**src/rtl/sar_adc_pkg.sv**
```systemverilog
package sar_adc_pkg;
  typedef enum logic [1:0] {ST_IDLE, ST_WAIT, ST_CONV} seq_state_t;

  localparam logic [1:0] REG_DATA = 2'd0;
  localparam logic [1:0] REG_STAT = 2'd1;
  localparam logic [1:0] REG_CTRL = 2'd2;
  localparam logic [1:0] REG_DLY  = 2'd3;

  localparam int CHAN_W   = 3;
  localparam int DLY_W    = 6;
  localparam int BIT_PWR  = 3;
  localparam int BIT_IE   = 5;
  localparam int BIT_IST  = 6;
  localparam int BUS_W    = 32;
endpackage

```
**src/rtl/sar_tick_gen.sv**
```systemverilog
module sar_tick_gen #(
  parameter int DIV = 1
) (
  input  logic clk,
  input  logic rst,
  output logic tick
);
  generate
    if (DIV <= 1) begin : g_full_rate
      logic tick_q;
      always_ff @(posedge clk) begin
        if (rst) tick_q <= 1'b0;
        else     tick_q <= 1'b1;
      end
      assign tick = tick_q;
    end else begin : g_divided
      localparam int CW = $clog2(DIV);
      logic [CW-1:0] cnt_q;
      logic          tick_q;
      always_ff @(posedge clk) begin
        if (rst) begin
          cnt_q  <= '0;
          tick_q <= 1'b0;
        end else if (cnt_q == CW'(DIV - 1)) begin
          cnt_q  <= '0;
          tick_q <= 1'b1;
        end else begin
          cnt_q  <= cnt_q + 1'b1;
          tick_q <= 1'b0;
        end
      end
      assign tick = tick_q;
    end
  endgenerate
endmodule

```
**src/rtl/sar_seq.sv**
```systemverilog
module sar_seq
  import sar_adc_pkg::*;
#(
  parameter int RES = 10
) (
  input  logic             clk,
  input  logic             rst,
  input  logic             tick,
  input  logic             start,
  input  logic             abort,
  input  logic [DLY_W-1:0] dly,
  input  logic             cmp_ge,
  output logic             busy,
  output logic             done,
  output logic [RES-1:0]   result,
  output logic [RES-1:0]   dac_code
);
  localparam int IDX_W = (RES > 1) ? $clog2(RES) : 1;

  seq_state_t       state_q;
  logic [DLY_W-1:0] cnt_q;
  logic [IDX_W-1:0] idx_q;
  logic [RES-1:0]   acc_q;
  logic             done_q;
  logic [RES-1:0]   trial;

  assign trial = acc_q | ({{(RES-1){1'b0}}, 1'b1} << idx_q);

  always_ff @(posedge clk) begin
    if (rst) begin
      state_q <= ST_IDLE;
      cnt_q   <= '0;
      idx_q   <= '0;
      acc_q   <= '0;
      done_q  <= 1'b0;
    end else begin
      done_q <= 1'b0;
      if (abort) begin
        state_q <= ST_IDLE;
      end else begin
        case (state_q)
          ST_IDLE: if (start) begin
            state_q <= ST_WAIT;
            cnt_q   <= dly;
          end
          ST_WAIT: if (tick) begin
            if (cnt_q == '0) begin
              state_q <= ST_CONV;
              idx_q   <= IDX_W'(RES - 1);
              acc_q   <= '0;
            end else begin
              cnt_q <= cnt_q - 1'b1;
            end
          end
          ST_CONV: if (tick) begin
            if (cmp_ge) acc_q <= trial;
            if (idx_q == '0) begin
              state_q <= ST_IDLE;
              done_q  <= 1'b1;
            end else begin
              idx_q <= idx_q - 1'b1;
            end
          end
          default: state_q <= ST_IDLE;
        endcase
      end
    end
  end

  assign busy     = (state_q != ST_IDLE) || done_q;
  assign done     = done_q;
  assign result   = acc_q;
  assign dac_code = (state_q == ST_CONV) ? trial : '0;

  assert_done_pulse_R3: assert property (@(posedge clk) disable iff (rst)
    done_q |=> !done_q);
  assert_start_idle_R10: assert property (@(posedge clk) disable iff (rst)
    start |-> (state_q == ST_IDLE && !done_q));
endmodule

```
**src/rtl/sar_regs.sv**
```systemverilog
module sar_regs
  import sar_adc_pkg::*;
#(
  parameter int RES = 10
) (
  input  logic              clk,
  input  logic              rst,
  input  logic              wr_en,
  input  logic              rd_en,
  input  logic [1:0]        addr,
  input  logic [BUS_W-1:0]  wdata,
  output logic [BUS_W-1:0]  rdata,
  input  logic              busy,
  input  logic              done,
  input  logic [RES-1:0]    result,
  output logic              start,
  output logic              abort,
  output logic [CHAN_W-1:0] chan,
  output logic              pwr,
  output logic              ie,
  output logic              ist,
  output logic [DLY_W-1:0]  dly
);
  logic              ctrl_wr;
  logic              dly_wr;
  logic [RES-1:0]    data_q;
  logic [CHAN_W-1:0] chan_q;
  logic              pwr_q, ie_q, ist_q;
  logic [DLY_W-1:0]  dly_q;
  logic [BUS_W-1:0]  rdata_q;
  logic [BUS_W-1:0]  ctrl_view;
  logic              unused_wbits;

  assign unused_wbits = ^{wdata[BUS_W-1:BIT_IST], wdata[4]};

  assign ctrl_wr = wr_en && (addr == REG_CTRL);
  assign dly_wr  = wr_en && (addr == REG_DLY);
  assign start   = ctrl_wr && wdata[BIT_PWR] && !busy;
  assign abort   = ctrl_wr && !wdata[BIT_PWR] && busy;

  always_ff @(posedge clk) begin
    if (rst) begin
      data_q <= '0;
      chan_q <= '0;
      pwr_q  <= 1'b0;
      ie_q   <= 1'b0;
      ist_q  <= 1'b0;
      dly_q  <= '0;
    end else begin
      if (ctrl_wr) begin
        pwr_q <= wdata[BIT_PWR];
        ie_q  <= wdata[BIT_IE];
        ist_q <= 1'b0;
        if (!busy) chan_q <= wdata[CHAN_W-1:0];
      end
      if (dly_wr && !busy) dly_q <= wdata[DLY_W-1:0];
      if (done) begin
        data_q <= result;
        ist_q  <= 1'b1;
      end
    end
  end

  always_comb begin
    ctrl_view = '0;
    ctrl_view[CHAN_W-1:0] = chan_q;
    ctrl_view[BIT_PWR]    = pwr_q;
    ctrl_view[BIT_IE]     = ie_q;
    ctrl_view[BIT_IST]    = ist_q;
  end

  always_ff @(posedge clk) begin
    if (rst) begin
      rdata_q <= '0;
    end else if (rd_en) begin
      case (addr)
        REG_DATA: rdata_q <= BUS_W'(data_q);
        REG_STAT: rdata_q <= BUS_W'(busy);
        REG_CTRL: rdata_q <= ctrl_view;
        default:  rdata_q <= BUS_W'(dly_q);
      endcase
    end
  end

  assign rdata = rdata_q;
  assign chan  = chan_q;
  assign pwr   = pwr_q;
  assign ie    = ie_q;
  assign ist   = ist_q;
  assign dly   = dly_q;

  assert_ist_from_done_R7: assert property (@(posedge clk) disable iff (rst)
    $rose(ist_q) |-> $past(done));
  assert_data_hold_R9: assert property (@(posedge clk) disable iff (rst)
    !done |=> $stable(data_q));
endmodule

```
**src/rtl/sar_adc_ctrl.sv**
```systemverilog
module sar_adc_ctrl
  import sar_adc_pkg::*;
#(
  parameter int RES     = 10,
  parameter int CLK_DIV = 1
) (
  input  logic              clk,
  input  logic              rst,
  input  logic              bus_wr_en,
  input  logic              bus_rd_en,
  input  logic [1:0]        bus_addr,
  input  logic [BUS_W-1:0]  bus_wdata,
  output logic [BUS_W-1:0]  bus_rdata,
  input  logic              cmp_ge,
  output logic [RES-1:0]    dac_code,
  output logic [CHAN_W-1:0] chan_sel,
  output logic              adc_power,
  output logic              irq
);
  logic             tick, busy, done, start, abort, pwr, ie, ist;
  logic [RES-1:0]   result;
  logic [DLY_W-1:0] dly;

  sar_tick_gen #(.DIV(CLK_DIV)) u_tick (
    .clk(clk), .rst(rst), .tick(tick)
  );

  sar_regs #(.RES(RES)) u_regs (
    .clk(clk), .rst(rst),
    .wr_en(bus_wr_en), .rd_en(bus_rd_en), .addr(bus_addr),
    .wdata(bus_wdata), .rdata(bus_rdata),
    .busy(busy), .done(done), .result(result),
    .start(start), .abort(abort),
    .chan(chan_sel), .pwr(pwr), .ie(ie), .ist(ist), .dly(dly)
  );

  sar_seq #(.RES(RES)) u_seq (
    .clk(clk), .rst(rst), .tick(tick),
    .start(start), .abort(abort), .dly(dly), .cmp_ge(cmp_ge),
    .busy(busy), .done(done), .result(result), .dac_code(dac_code)
  );

  assign adc_power = pwr;
  assign irq       = ist & ie;

  assert_busy_powered_R6: assert property (@(posedge clk) disable iff (rst)
    busy |-> pwr);
endmodule

```
**config.mk**
```make
export PLATFORM = sky130hd
export DESIGN_NAME = sar_adc_ctrl
export DESIGN_NICKNAME = d
export VERILOG_FILES = /design/src/rtl/sar_adc_pkg.sv /design/src/rtl/sar_tick_gen.sv /design/src/rtl/sar_seq.sv /design/src/rtl/sar_regs.sv /design/src/rtl/sar_adc_ctrl.sv
export SDC_FILE = /design/constraint.sdc
export NUM_CORES = 1
export LEC_CHECK = 0
export ABC_AREA = 1
export BUFFER_PORTS_ARGS = -buffer_cell sky130_fd_sc_hd__buf_2
export CAP_MARGIN = 40
export CELL_PAD_IN_SITES_DETAIL_PLACEMENT = 0
export CELL_PAD_IN_SITES_GLOBAL_PLACEMENT = 1
export CORE_MARGIN = 1.5
export CORE_UTILIZATION = 30
export DETAILED_ROUTE_END_ITERATION = 12
export GPL_TIMING_DRIVEN = 0
export HOLD_SLACK_MARGIN = 0.02
export PLACE_DENSITY = 0.65
export SLEW_MARGIN = 20
export SYNTH_ARGS = -nofsm -noshare
export SYNTH_HDL_FRONTEND = slang
export SYNTH_SLANG_ARGS = --single-unit
```
**constraint.sdc**
```tcl
create_clock -name clk -period 2.2 [get_ports clk]
set_input_delay 0.22 -clock clk [delete_from_list [all_inputs] [get_ports clk]]
set_output_delay 0.22 -clock clk [all_outputs]
set_load 0.05 [all_outputs]
```
Yosys cells after proc, flatten, opt, wreduce, memory -nomap -nowiden --
Index checks and enable logic that the tools add are counted.
Cells by class: eq/ne operators 13, divide/modulo/power cells 0, reduce and logical (&&, ||, !) cells 25, multiply operators 0, bitwise operators 6, multiplexer cells 26, order comparisons 0, add/sub/neg operators 2, shift-type cells 1
Operator list (count):
- two-way mux 10 bit | 5
- one-hot mux 10 bit (3 select lines) | 1
- one-hot mux 10 bit (2 select lines) | 1
- two-way mux 6 bit | 3
- two-way mux 4 bit | 4
- != test 2 bit (second input constant) | 6
- one-hot mux 6 bit (2 select lines) | 1
- AND reduction 6 bit | 2
- two-way mux 2 bit | 5
- OR 10 bit | 1
- AND reduction 5 bit | 2
- << shifter 1 x 4 -> 10 bit (first input constant) | 1
- one-hot mux 4 bit (2 select lines) | 1
- nonzero test 2 bit | 4
- logical AND 1 bit | 7
- == test 2 bit (second input constant) | 3
- logical NOT 6 bit | 1
- one-hot mux 2 bit (3 select lines) | 1
- subtractor 6 x 1 -> 6 bit (second input constant) | 1
- == test 2 x 1 -> 1 bit (second input constant) | 2
- logical NOT 2 bit | 2
- logical NOT 4 bit | 1
- two-way mux 1 bit | 4
- != test 2 x 1 -> 1 bit (second input constant) | 2
- other kinds (8) | 12
Word-level totals: input port bits 39, memory bits (writable) 0, register bits 78, latch bits 0, word-level logic and storage cells 86, bits in read-only memories 0, output and inout bits 47, memories 0

Longest topological paths before layout --
word-level depth 6, mapped depth 11, gate-level depth less buffers 11

Cells and area by module --
A second synthesis with hierarchy kept.
Unflattened totals: cells, all modules 439, area total of the unflattened synthesis 3106.7 um^2
Modules (own cells, without submodules):
- sar_seq | cells an instance 227, instances 1, seq. area each 460.4 um^2, area an instance 1600.3 um^2
- sar_regs | cells an instance 208, instances 1, seq. area each 640.6 um^2, area an instance 1475.2 um^2
- sar_tick_gen | cells an instance 2, instances 1, seq. area each 20.0 um^2, area an instance 23.8 um^2
- sar_adc_ctrl | cells an instance 2, instances 1, seq. area each 0.0 um^2, area an instance 7.5 um^2

Worst setup path before layout --
Ideal clock, no wire load.
kind register to register, start point register u_seq.state_q[0], end point register u_seq.acc_q[9], in the netlist u_seq.result[9], path buffers 1, period minus slack after synthesis 2.011 ns, cell stages (with the launch flop) 8, setup slack 0.189 ns, required time 2.133 ns, arrival 1.944 ns, cells stage by stage dfxtp_1 > inv_1 > ha_1 > inv_1 > clkbuf_1 > a21oi_1 > o21ai_1 > nor2_1
Between the ends: longest elaborated chain between the ends 5
Ends and longest elaborated chain:
- start: declaration | line sar_seq.sv:20 | seq_state_t state_q;
- start signal: assignment | line sar_seq.sv:31 | state_q <= ST_IDLE;
- start signal: assignment | line sar_seq.sv:39 | state_q <= ST_IDLE;
- start signal: assignment | line sar_seq.sv:43 | state_q <= ST_WAIT;
- parallel branches: the longest is 5 deep, another holds AND reduction 6 bit
- end signal: assignment | line sar_seq.sv:56 | if (cmp_ge) acc_q <= trial;
- end: declaration | line sar_seq.sv:23 | logic [RES-1:0] acc_q;
Several ways; the timed one is not identified. A chain may end at the register's enable or synchronous reset.

Worst setup path in the final report --
start point register u_seq.state_q[0], end point output port dac_code[4]
Between the ends: longest elaborated chain between the ends 2
Ends and longest elaborated chain:
- == test 2 bit | line sar_seq.sv:73 | assign dac_code = (state_q == ST_CONV) ? trial : '0;
- two-way mux 10 bit | line sar_seq.sv:73
- end: declaration | line sar_adc_ctrl.sv:15 | output logic [RES-1:0] dac_code,
Every way passes these cells.

==> run metrics <==
status=complete, no violations; vias in the first global route=2418; critical path peak fanout=7; data required time of the worst path=1.98 ns; final wirelength=7250 um; drt wl/cell=12.0 um; Die H=101 um; ANT cells=0; Clock Tree Root=clkbuf_8; Tcrit/Tclk final=0.935; mean post-synth cell area=7.10 sq um; worst flop-to-flop path endpoint=u_seq.idx_q[2]; gp weighted congestion=0.807; CP peak stage delay=0.36 ns; first-pass GRT wire length=11700 um; Peak VDD IR=463 uV; endpoints failing setup=0; Max Clk Rate=0.486 GHz; first-pass iteration count of the detailed router=4; largest net degree at the start of global routing=20; grt ovf=0; antenna violations before repair=0; routed vias/inst=4.38; die area=0.0103 sq mm; Placed Instances=594; fin util=0.373; Top Ports=86; DRC violations left=0; final worst setup slack=0.142 ns; crit path DAT=1.84 ns; r2r startpoint=u_seq.state_q[0]; Starting Density=0.312; Mapped Cells=408; share of cells above drive strength 1=0.203; clk sinks=56; critical path launch point type=flip-flop; area grow syn2layout=19.4%; Leak Pwr=1.58 nW; H-tree depth=2; hold depth=3; PortBufs=36; drt first-iter violations=97; synth warn=0; DR vias=2654; cell chain of the critical path=inv_1, ha_2, clkinvlp_4, clkbuf_2, a21oi_1, buf_4; reg2reg setup slack=0.35 ns; Worst-path clk slew=0.11 ns; post-synthesis cell area=0.00290 sq mm; CTS tree=built; pwr dens=920 mW/mm^2; Post-DRT Antenna Nets=0; Max Cap Viol=0; row cnt=35; register area share after synthesis=0.387; CP Class=reg2out; clk_skew=0.0104 ns; total track usage=0.146; post-synthesis cell type count=34; Worst Min Path Start=bus_wdata[0]; Slowest-stage cell, CP=dfxtp_1; Slew Limit Fails=0; Clk Latency, worst-skew pair=0.32 ns; worst reg2reg path depth=10; core area=0.00928 sq mm; Hold Crit Class=in2reg; dpl hpwl=5580 um; Worst-Margin Slew=0.590 ns; Worst Setup End Kind=primary output; Setup WS pre-CTS=0.341 ns; Slew headroom=0.607; most common cell after layout, fill and taps aside=nand2_1; #FFs+latches synth=56; final hold vios=0; post-route minimum period=2.06 ns; Worst Hold End=u_regs.chan[0]; CTS buffer count=5; commonest non-fill, non-tap cells in the layout=62 x nand2_1, 61 x nor2_1, 56 x dfxtp_1; die extent in x=101 um; Clock Path Buffers=2; Post-Layout Cell Count=606; Final nets=526
## Yosys cell counts
cell,count,area (sq um)
a211oi_1,1,7.51
a21oi_1,35,175
a31o_2,1,8.76
a31oi_1,4,25.0
a41oi_1,2,17.5
buf_2,3,15.0
buf_4,23,173
buf_6,2,22.5
clkbuf_1,8,30.0
clkinv_1,1,3.75
conb_1,1,3.75
dfxtp_1,56,1120
ha_1,11,138
inv_1,42,158
inv_2,3,11.3
inv_6,1,8.76
nand2_1,62,233
nand2_2,4,25.0
nand3_1,16,80.1
nand3_2,1,10.0
nand3_4,1,17.5
nand4_1,2,12.5
nor2_1,61,229
nor2_2,4,25.0
nor2_4,2,22.5
nor3_1,2,10.0
nor3_2,1,10.0
o211ai_1,1,7.51
o21ai_0,38,190
o21ai_1,15,75.1
o21bai_1,1,7.51
o22ai_1,1,6.26
xnor2_1,1,8.76
xor2_1,1,8.76
## flip-flops by register name (all words and copies together) (netlist names)
name / cells
u_regs.chan: 3
u_regs.data_q: 10
u_regs.dly: 6
u_regs.ie: 1
u_regs.ist: 1
u_regs.pwr: 1
u_regs.rdata: 10
u_seq.cnt_q: 6
u_seq.done: 1
u_seq.idx_q: 4
u_seq.result: 10
u_seq.state_q: 2
u_tick.tick: 1
## report_power, final
group / internal [W] / leakage (nW) / switching (W)
logic: 0.000431 / 1.08 / 0.000897
clock network: 0.000235 / 0.0463 / 0.000377
registers: 0.00115 / 0.457 / 0.0000861
## worst max-delay path: cells and delay by family (launching register included)
kind                       cells  cell delay, ns
AOI/OAI and AO/OA              1            0.20
adders and majority gates      1            0.26
buffers and inverters          4            0.69
DFF                            1            0.36
## how the worst max path moves through the flow
stage                           from               to  slack (ns)  depth (start not counted)
detailed placement  u_seq.state_q[0]      dac_code[2]        0.34                          6
global placement    u_seq.state_q[0]      dac_code[2]        0.33                          6
floorplan           u_seq.state_q[0]  u_seq.result[9]        0.19                          7
CTS                 u_seq.state_q[0]      dac_code[1]        0.12                          5
global route        u_seq.state_q[0]      dac_code[4]      -0.002                          6
finish              u_seq.state_q[0]      dac_code[4]        0.14                          6
## layout make-up
cell class / instances / area, sq um
fill: 1054 / 5830
timing repair buffer: 41 / 223
tap: 129 / 161
clock inverter: 3 / 27.5
buffer: 35 / 236
clock buffer: 5 / 68.8
inverter: 47 / 185
sequential: 56 / 1120
multi-input combinational: 290 / 1440
## cells by family after synthesis
family | Yosys count | synth area share
other | 1 | 0.00129
AO/OA/AOI/OAI | 99 | 0.180
adder cells (fa/ha/maj) | 11 | 0.0475
buffers and inverters | 83 | 0.146
XOR/XNOR | 2 | 0.00605
flip-flops | 56 | 0.387
AND/OR/NAND/NOR | 156 | 0.233
## stage by stage
step,TNS (ns),power [W],instance area (sq um),hold slack (ns)
2_1_floorplan,0,0.00229,2980,0.355
3_3_place_gp,0,0.00256,3320,0.461
3_5_place_dp,0,0.00257,3320,0.467
4_1_cts,0,0.00318,3410,0.137
5_1_grt,-0.00181,0.00346,3460,0.143
6_report,0,0.00318,3460,0.139
## per-layer routing
| metal | wire length, um | vias up | GRT usage |
|---|---|---|---|
| met5 | 0 | - | 0 |
| met4 | 30 | 0 | 0.0256 |
| met2 | 3260 | 66 | 0.229 |
| met3 | 444 | 2 | 0.0352 |
| met1 | 3520 | 1181 | 0.206 |
| li1 | - | 1405 | - |
## what timing repair did
item | CTS | global route
gates resized for setup | 0 | 8
buffers inserted | 0 | 5
endpoints found under the setup margin | 5 | 8
hold buffers | 0 | 0
pin swaps | 0 | 0
No activity file was read; power rests on OpenSTA's default activity.
